==> src/rtl/scr_rx_pkg.sv <==
package scr_rx_pkg;
  typedef enum logic {FRM_IDLE, FRM_BUSY} frm_state_t;

  // Half-ETU positions, counted from start detection.
  localparam int START_CHK_HT = 1;

  function automatic int last_sample_ht(input int data_w);
    return 2 * (data_w + 1) + 1;
  endfunction
endpackage

==> src/rtl/scr_rx_sync.sv <==
module scr_rx_sync #(
  parameter int STAGES = 2
) (
  input  logic clk,
  input  logic rst,
  input  logic din,
  output logic level,
  output logic fall
);
  logic [STAGES-1:0] chain;
  logic              prev;

  for (genvar gi = 0; gi < STAGES; gi++) begin : g_stage
    if (gi == 0) begin : g_first
      always_ff @(posedge clk) begin
        if (rst) chain[0] <= 1'b1;
        else     chain[0] <= din;
      end
    end else begin : g_next
      always_ff @(posedge clk) begin
        if (rst) chain[gi] <= 1'b1;
        else     chain[gi] <= chain[gi-1];
      end
    end
  end

  always_ff @(posedge clk) begin
    if (rst) prev <= 1'b1;
    else     prev <= chain[STAGES-1];
  end

  assign level = chain[STAGES-1];
  assign fall  = prev & ~chain[STAGES-1];
endmodule

==> src/rtl/scr_rx_frame.sv <==
module scr_rx_frame
  import scr_rx_pkg::*;
#(
  parameter int DATA_W = 8
) (
  input  logic              clk,
  input  logic              rst,
  input  logic              enable,
  input  logic              half_tick,
  input  logic              level,
  input  logic              fall,
  output logic              done,
  output logic              par_bad,
  output logic [DATA_W-1:0] data
);
  localparam int BITS    = DATA_W + 1;
  localparam int LAST_HT = last_sample_ht(DATA_W);
  localparam int DONE_HT = LAST_HT + 2;
  localparam int CW      = $clog2(DONE_HT + 1);
  localparam logic [CW-1:0] K_CHK   = CW'(START_CHK_HT);
  localparam logic [CW-1:0] K_FIRST = CW'(3);
  localparam logic [CW-1:0] K_LAST  = CW'(LAST_HT);
  localparam logic [CW-1:0] K_DONE  = CW'(DONE_HT);

  frm_state_t        state_q;
  logic [CW-1:0]     hcnt_q;
  logic [BITS-1:0]   sh_q;
  logic [CW-1:0]     hnext;

  assign hnext = hcnt_q + CW'(1);

  always_ff @(posedge clk) begin
    if (rst) begin
      state_q <= FRM_IDLE;
      hcnt_q  <= '0;
      sh_q    <= '0;
      done    <= 1'b0;
      par_bad <= 1'b0;
      data    <= '0;
    end else begin
      done <= 1'b0;
      case (state_q)
        FRM_IDLE: begin
          if (enable && fall) begin
            state_q <= FRM_BUSY;
            hcnt_q  <= '0;
          end
        end
        default: begin
          if (!enable) begin
            state_q <= FRM_IDLE;
          end else if (half_tick) begin
            hcnt_q <= hnext;
            if (hnext == K_CHK && level) begin
              state_q <= FRM_IDLE;
            end else if (hnext >= K_FIRST && hnext <= K_LAST && hnext[0]) begin
              sh_q <= {level, sh_q[BITS-1:1]};
            end else if (hnext == K_DONE) begin
              done    <= 1'b1;
              data    <= sh_q[DATA_W-1:0];
              par_bad <= ^sh_q;
              state_q <= FRM_IDLE;
            end
          end
        end
      endcase
    end
  end
endmodule

==> src/rtl/scr_rx_regs.sv <==
module scr_rx_regs #(
  parameter int DATA_W = 8
) (
  input  logic              clk,
  input  logic              rst,
  input  logic              done,
  input  logic              par_bad,
  input  logic [DATA_W-1:0] frm_data,
  input  logic              proto_t1,
  input  logic              rd_data,
  input  logic              rd_status,
  output logic [DATA_W-1:0] data_q,
  output logic              full_q,
  output logic              empty_q,
  output logic              perr_q,
  output logic              irq_n_q
);
  logic store;
  assign store = done && (!par_bad || proto_t1);

  always_ff @(posedge clk) begin
    if (rst) begin
      data_q  <= '0;
      full_q  <= 1'b0;
      empty_q <= 1'b1;
      perr_q  <= 1'b0;
      irq_n_q <= 1'b1;
    end else begin
      if (store) begin
        data_q  <= frm_data;
        full_q  <= 1'b1;
        empty_q <= 1'b0;
      end else if (rd_data) begin
        full_q  <= 1'b0;
        empty_q <= 1'b1;
      end
      if (done && par_bad) perr_q <= 1'b1;
      else if (rd_status)  perr_q <= 1'b0;
      if (done)           irq_n_q <= 1'b0;
      else if (rd_status) irq_n_q <= 1'b1;
    end
  end
endmodule

==> src/rtl/scr_char_rx.sv <==
module scr_char_rx #(
  parameter int DATA_W      = 8,
  parameter int SYNC_STAGES = 2
) (
  input  logic              clk,
  input  logic              rst,
  input  logic              half_tick,
  input  logic              card_io,
  input  logic              proto_t1,
  input  logic              sync_mode,
  input  logic              rd_data,
  input  logic              rd_status,
  output logic [DATA_W-1:0] rx_data,
  output logic              rx_full,
  output logic              par_err,
  output logic              rx_empty,
  output logic              irq_n
);
  logic              io_level;
  logic              io_fall;
  logic              frm_done;
  logic              frm_bad;
  logic [DATA_W-1:0] frm_data;
  logic [DATA_W-1:0] held_data;

  scr_rx_sync #(.STAGES(SYNC_STAGES)) u_sync (
    .clk   (clk),
    .rst   (rst),
    .din   (card_io),
    .level (io_level),
    .fall  (io_fall)
  );

  scr_rx_frame #(.DATA_W(DATA_W)) u_frame (
    .clk       (clk),
    .rst       (rst),
    .enable    (!sync_mode),
    .half_tick (half_tick),
    .level     (io_level),
    .fall      (io_fall),
    .done      (frm_done),
    .par_bad   (frm_bad),
    .data      (frm_data)
  );

  scr_rx_regs #(.DATA_W(DATA_W)) u_regs (
    .clk       (clk),
    .rst       (rst),
    .done      (frm_done),
    .par_bad   (frm_bad),
    .frm_data  (frm_data),
    .proto_t1  (proto_t1),
    .rd_data   (rd_data),
    .rd_status (rd_status),
    .data_q    (held_data),
    .full_q    (rx_full),
    .empty_q   (rx_empty),
    .perr_q    (par_err),
    .irq_n_q   (irq_n)
  );

  assign rx_data = sync_mode ? {{(DATA_W-1){1'b0}}, io_level} : held_data;
endmodule

==> config.mk <==
export PLATFORM = sky130hd
export DESIGN_NAME = scr_char_rx
export DESIGN_NICKNAME = d
export VERILOG_FILES = /design/src/rtl/scr_rx_pkg.sv /design/src/rtl/scr_rx_sync.sv /design/src/rtl/scr_rx_frame.sv /design/src/rtl/scr_rx_regs.sv /design/src/rtl/scr_char_rx.sv
export SDC_FILE = /design/constraint.sdc
export NUM_CORES = 1
export LEC_CHECK = 0
export CORE_MARGIN = 1
export CORE_UTILIZATION = 56
export CTS_BUF_LIST = sky130_fd_sc_hd__clkbuf_2
export DETAILED_ROUTE_END_ITERATION = 6
export GPL_ROUTABILITY_DRIVEN = 0
export PLACE_DENSITY = 0.76
export REMOVE_ABC_BUFFERS = 1
export SLEW_MARGIN = 10
export SYNTH_ARGS = -nofsm -noshare
export SYNTH_HDL_FRONTEND = slang
export SYNTH_SLANG_ARGS = --single-unit
==> constraint.sdc <==
create_clock -name clk -period 3.8 [get_ports clk]
set_input_delay 0.95 -clock clk [delete_from_list [all_inputs] [get_ports clk]]
set_output_delay 0.95 -clock clk [all_outputs]
set_load 0.02 [all_outputs]
==> flow_metrics.env, run 1 <==
export IMPL_wl_met2_mm=1.76
export IMPL_grt_max_degree=33
export IMPL_drv_cap=0
export IMPL_grt_ovfl_total=0
export IMPL_drt_met1_wl_mm=1.64
export IMPL_hold_viol_final=0
export IMPL_skew_ps=13.3
export IMPL_worstHoldPathType="flop to flop"
export IMPL_rsz0062_at_grt="no"
export IMPL_insertion_delay_ps=380
export IMPL_max_freq_mhz=297
export IMPL_cp_start_kind="primary input"
export IMPL_wl_per_cell_microns=14.1
export IMPL_synthFlopType="dfxtp_1"
export IMPL_cts_resized=0
export IMPL_critPathMaxFanout=10
export IMPL_fin_crit_ps=3370
export IMPL_ant_nets=0
export IMPL_setup_violations_final=0
export IMPL_synth_common_cells="dfxtp_1 (40), mux2i_1 (27), nor2_1 (25)"
export IMPL_die_area_sq_um=3590
export IMPL_finalCritPeriodShare_pct=88.6
export IMPL_firstDrtPassIters=4
export IMPL_num_rows=20
export IMPL_drc_errors=0
export IMPL_dieHeight_microns=60.0
export IMPL_fin_ws_ps=433
export IMPL_ir_worst_vdd_uv=260
export IMPL_path_class="primary input to output pin"
export IMPL_ios=20
export IMPL_grt_usage_pct=22.7
export IMPL_core_sq_um=3130
export IMPL_synth_area_leaders="dfxtp_1 (43%), mux2i_1 (14%), nand2b_1 (5.0%)"
export IMPL_yosysWarnings=0
export IMPL_netlist_area_sq_um=1880
export IMPL_h_tree_depth=2
export IMPL_fp_dieW_microns=60.0
export IMPL_worstRegToRegCells=6
export IMPL_synth_area_leader_cell="dfxtp_1"
export IMPL_min_path_cells=1
export IMPL_num_antenna_cells=0
export IMPL_synth_top_area_share_pct=42.6
export IMPL_power_density_nw_per_um2=323
export IMPL_clock_path_buffers=2
export IMPL_tightest_slew_ps=1060
export IMPL_crit_required_ps=2850
export IMPL_area_growth_syn_to_layout_pct=13.9
export IMPL_initial_core_util_pct=60.1
export IMPL_cts_buffers=5
export IMPL_ys_types=40
export IMPL_antenna_found_initial=0
export IMPL_layout_drive_gt1_share_pct=8.10
export IMPL_cp_arrival_ps=2420
export IMPL_grt_pass1_wl_mm=5.91
export IMPL_synth_seq_cells=40
export IMPL_tns_ps=0
export IMPL_syn_inst=192
export IMPL_post_cts_buffers=0
export IMPL_ys_async_sr_fraction_pct=0
export IMPL_root_buffer="clkbuf_2"
export IMPL_cts_sinks=40
export IMPL_avgSynthCellArea_sq_um=9.79
export IMPL_viasPerCell=5.32
export IMPL_vias=1351
export IMPL_cp_end_kind="output pin"
export IMPL_status="finished clean"
export IMPL_cts_tree="yes"
export IMPL_seq_area_frac_synth_pct=42.6
export IMPL_yosysMostFrequentCell="dfxtp_1"
export IMPL_slew_headroom_pct=29.1
export IMPL_drt_iter0_markers=94
export IMPL_p_leak_nw=0.890
export IMPL_post_place_ws_ps=436
export IMPL_grt_pass1_vias=1273
export IMPL_synth_edf_count=0
export IMPL_dpl_hpwl_mm=2.55
export IMPL_wl_met3_microns=121
export IMPL_postCtsHoldBufs=0
export IMPL_port_buffers=19
export IMPL_wl_mm=3.58
export IMPL_top_layer="met4"
export IMPL_nNetsFinal=220
export IMPL_final_max_slew_violation_count=0
export IMPL_clkSlewWorstSetupHoldPaths_ps=190
==> report_power, final <==
part	switching [mW]	total (mW)	internal [mW]
Combinational	0.0141	0.0290	0.0149
Sequential	0.00163	0.423	0.422
Clock	0.131	0.239	0.107
Total	0.147	0.691	0.544
==> per-layer routing <==
layer  up-vias  track usage [%]
met4         0             8.64
met1       638             28.0
met2        19             37.8
met5         -                0
met3         6             6.06
li1        688                -
==> layout by cell type, fill, tap and decap left out, types with 2 or more instances in the layout <==
master and instances:
nand2_1 3, o21ai_0 3, nor2_1 25, mux2i_1 27, clkdlybuf4s50_1 19, nor3b_1 2
buf_4 4, xnor2_1 5, clkinv_1 2, clkbuf_2 5, o21ai_1 2, o211a_1 2
nor2b_1 9, inv_1 5, dfxtp_1 40, nor4_1 3, a21oi_1 10, ha_1 3
or2_1 3, nand3_1 2, nand2b_1 15
==> logic make-up after synthesis <==
family,share of synthesized area [%]
adders and majority gates,2.00
muxes,15.0
and+or+nand+nor,20.8
AOI/OAI and AO/OA,9.78
buffers and inverters,5.06
xor gates and xnor gates,4.86
DFF,42.6
==> area by class of cell <==
cell class / count / area [sq um]
repair buffers: 23 / 220
multi-input cells: 134 / 985
clock buffers: 5 / 25.0
inverters: 5 / 18.8
fillers: 268 / 986
well taps: 44 / 55.1
clock inverters: 3 / 37.5
flip-flops and latches: 40 / 801
==> worst max-delay path: stages <==
cell and delay [ps]:
clkdlybuf4s50_1 490, buf_4 220, nor2b_1 140, clkdlybuf4s50_1 620
==> metrics by stage <==
| stage | utilization, % | cell area [sq um] | power [mW] | std cells | hold WS [ps] |
|---|---|---|---|---|---|
| floorplan | - | 1800 | 0.441 | 179 | 383 |
| global placement | 66.5 | 2080 | 0.460 | 246 | 387 |
| detailed placement | 66.5 | 2080 | 0.460 | 246 | 399 |
| CTS | 68.5 | 2140 | 0.699 | 254 | 441 |
| global route | 68.5 | 2140 | 0.719 | 254 | 471 |
| finish | 68.5 | 2140 | 0.691 | 254 | 433 |
==> registers in the layout, summed over array words and instances, names as in the netlist <==
register and flops:
u_regs.empty_q 1, u_sync.chain 1, u_frame.data 8, u_regs.full_q 1, u_regs.irq_n_q 1, u_sync.prev 1
u_frame.hcnt_q 5, u_frame.done 1, u_frame.par_bad 1, u_regs.data_q 8, u_sync.level 1, u_frame.sh_q 9
u_frame.state_q 1, u_regs.perr_q 1
==> worst paths after layout <==
kind         slack (ps)               to               from
max                 430       rx_data[6]          sync_mode
min                 430     u_sync.level    u_sync.chain[0]
max reg2reg        1430  u_frame.sh_q[3]  u_frame.hcnt_q[0]
min reg2reg         430     u_sync.level    u_sync.chain[0]
(Power assumes the default switching activity.)
==> run 2: changes to the inputs <==
--- a/config.mk
+++ b/config.mk
@@ -9,7 +9,6 @@
 export CORE_UTILIZATION = 56
 export CTS_BUF_LIST = sky130_fd_sc_hd__clkbuf_2
 export DETAILED_ROUTE_END_ITERATION = 6
-export GPL_ROUTABILITY_DRIVEN = 0
 export PLACE_DENSITY = 0.76
 export REMOVE_ABC_BUFFERS = 1
 export SLEW_MARGIN = 10
==> constraint.sdc (replaced) <==
create_clock -name clk -period 3.9 [get_ports clk]
set_input_delay 0.975 -clock clk [delete_from_list [all_inputs] [get_ports clk]]
set_output_delay 0.975 -clock clk [all_outputs]
set_load 0.02 [all_outputs]
==> flow_metrics.env, run 2 (synthesis results as in run 1) <==
export IMPL_final_max_slew_violation_count=0
export IMPL_drv_cap=0
export IMPL_tns_ps=0
export IMPL_post_cts_buffers=0
export IMPL_drt_iter0_markers=75
export IMPL_nNetsFinal=220
export IMPL_setup_violations_final=0
export IMPL_drc_errors=0
export IMPL_antenna_found_initial=0
export IMPL_firstDrtPassIters=4
export IMPL_max_freq_mhz=296
export IMPL_num_antenna_cells=0
export IMPL_path_class="primary input to output pin"
export IMPL_cts_sinks=40
export IMPL_fin_crit_ps=3370
export IMPL_max_flop_register="u_frame.sh_q"
export IMPL_h_tree_depth=2
export IMPL_layout_common_cells="dfxtp_1 (40), mux2i_1 (27), nor2_1 (25)"
export IMPL_wl_per_cell_microns=13.1
export IMPL_fp_dieW_microns=60.0
export IMPL_r2r_start="u_frame.hcnt_q[0]"
export IMPL_cp_start_kind="primary input"
export IMPL_area_growth_syn_to_layout_pct=12.8
export IMPL_hold_ws_ps=437
export IMPL_status="finished clean"
export IMPL_critPathMaxFanout=12
export IMPL_vias=1346
export IMPL_tightest_slew_ps=717
export IMPL_finalCritPeriodShare_pct=86.5
export IMPL_cts_buffers=5
export IMPL_dieHeight_microns=60.0
export IMPL_p_leak_nw=0.879
export IMPL_cp_arrival_ps=2400
export IMPL_dpl_hpwl_mm=2.44
export IMPL_cts_tree="yes"
export IMPL_hold_viol_final=0
export IMPL_initial_core_util_pct=60.1
export IMPL_wl_mm=3.32
export IMPL_root_buffer="clkbuf_2"
export IMPL_port_buffers=19
export IMPL_viasPerCell=5.30
export IMPL_crit_required_ps=2920
export IMPL_clkSlewWorstSetupHoldPaths_ps=190
export IMPL_grt_pass1_wl_mm=5.53
export IMPL_cp_startpoint="sync_mode"
export IMPL_ir_worst_vdd_uv=240
export IMPL_postCtsHoldBufs=0
export IMPL_final_common_cell="dfxtp_1"
export IMPL_hold_path_startpoint="u_sync.chain[0]"
export IMPL_grt_max_degree=25
export IMPL_die_area_sq_um=3590
export IMPL_skew_ps=12.4
export IMPL_slew_headroom_pct=52.1
export IMPL_grt_pass1_vias=1277
export IMPL_layout_drive_gt1_share_pct=8.57
export IMPL_clock_path_buffers=2
export IMPL_gp_congestion=0.839
export IMPL_worstHoldPathType="flop to flop"
export IMPL_grt_usage_pct=21.2
export IMPL_num_rows=20
export IMPL_insertion_delay_ps=370
export IMPL_grt_ovfl_total=0
export IMPL_power_density_nw_per_um2=287
export IMPL_rsz0062_at_grt="no"
export IMPL_reg_top3="u_frame.sh_q x9, u_frame.data x8, u_regs.data_q x8"
export IMPL_ios=20
export IMPL_cp_end_kind="output pin"
export IMPL_largest_reg_flops=9
export IMPL_ant_nets=0
export IMPL_core_sq_um=3130
export IMPL_cts_resized=0
run 2: power by group:
group	leakage, nW	switching, mW	internal (mW)
Combinational	0.529	0.0134	0.0144
Sequential	0.323	0.00156	0.411
Clock	0.0266	0.124	0.0449
run 2: final cells by class:
| cell class | count | area (sq um) |
|---|---|---|
| Clock buffer | 6 | 30.0 |
| Clock inverter | 2 | 11.3 |
| Fill cell | 252 | 1010 |
| Inverter | 5 | 18.8 |
| Multi-Input combinational cell | 134 | 985 |
| Sequential cell | 40 | 801 |
| Tap cell | 44 | 55.1 |
| Timing Repair Buffer | 23 | 220 |
run 2: through the flow:
stage / util [%] / instances / setup WS (ps) / instance area, sq um / total power, mW
after floorplan: - / 179 / 1380 / 1800 / 0.429
after global placement: 66.5 / 246 / 522 / 2080 / 0.448
after detailed placement: 66.5 / 246 / 493 / 2080 / 0.449
after CTS: 67.8 / 254 / 488 / 2120 / 0.618
after global routing: 67.8 / 254 / 463 / 2120 / 0.636
final: 67.8 / 254 / 526 / 2120 / 0.609
run 2: critical path, cell delays in order:
cell and delay, ps:
clkdlybuf4s50_1 460, buf_4 210, nor2b_1 130, clkdlybuf4s50_1 630
run 2: path summary, 6_finish.rpt:
check                         end  slack (ps)  cells after the start
hold reg to reg      u_sync.level         440                      1
setup / recovery       rx_data[3]         530                      4
hold / removal       u_sync.level         440                      1
setup reg to reg  u_frame.sh_q[1]        1590                      6
run 2: per-layer routing:
layer / up-vias / track usage, % / routed length [microns]
met3: 9 / 4.33 / 85
met4: 0 / 12.3 / 72
met5: - / 0 / 0
met2: 17 / 37.1 / 1660
met1: 638 / 23.6 / 1500
li1: 682 / - / -
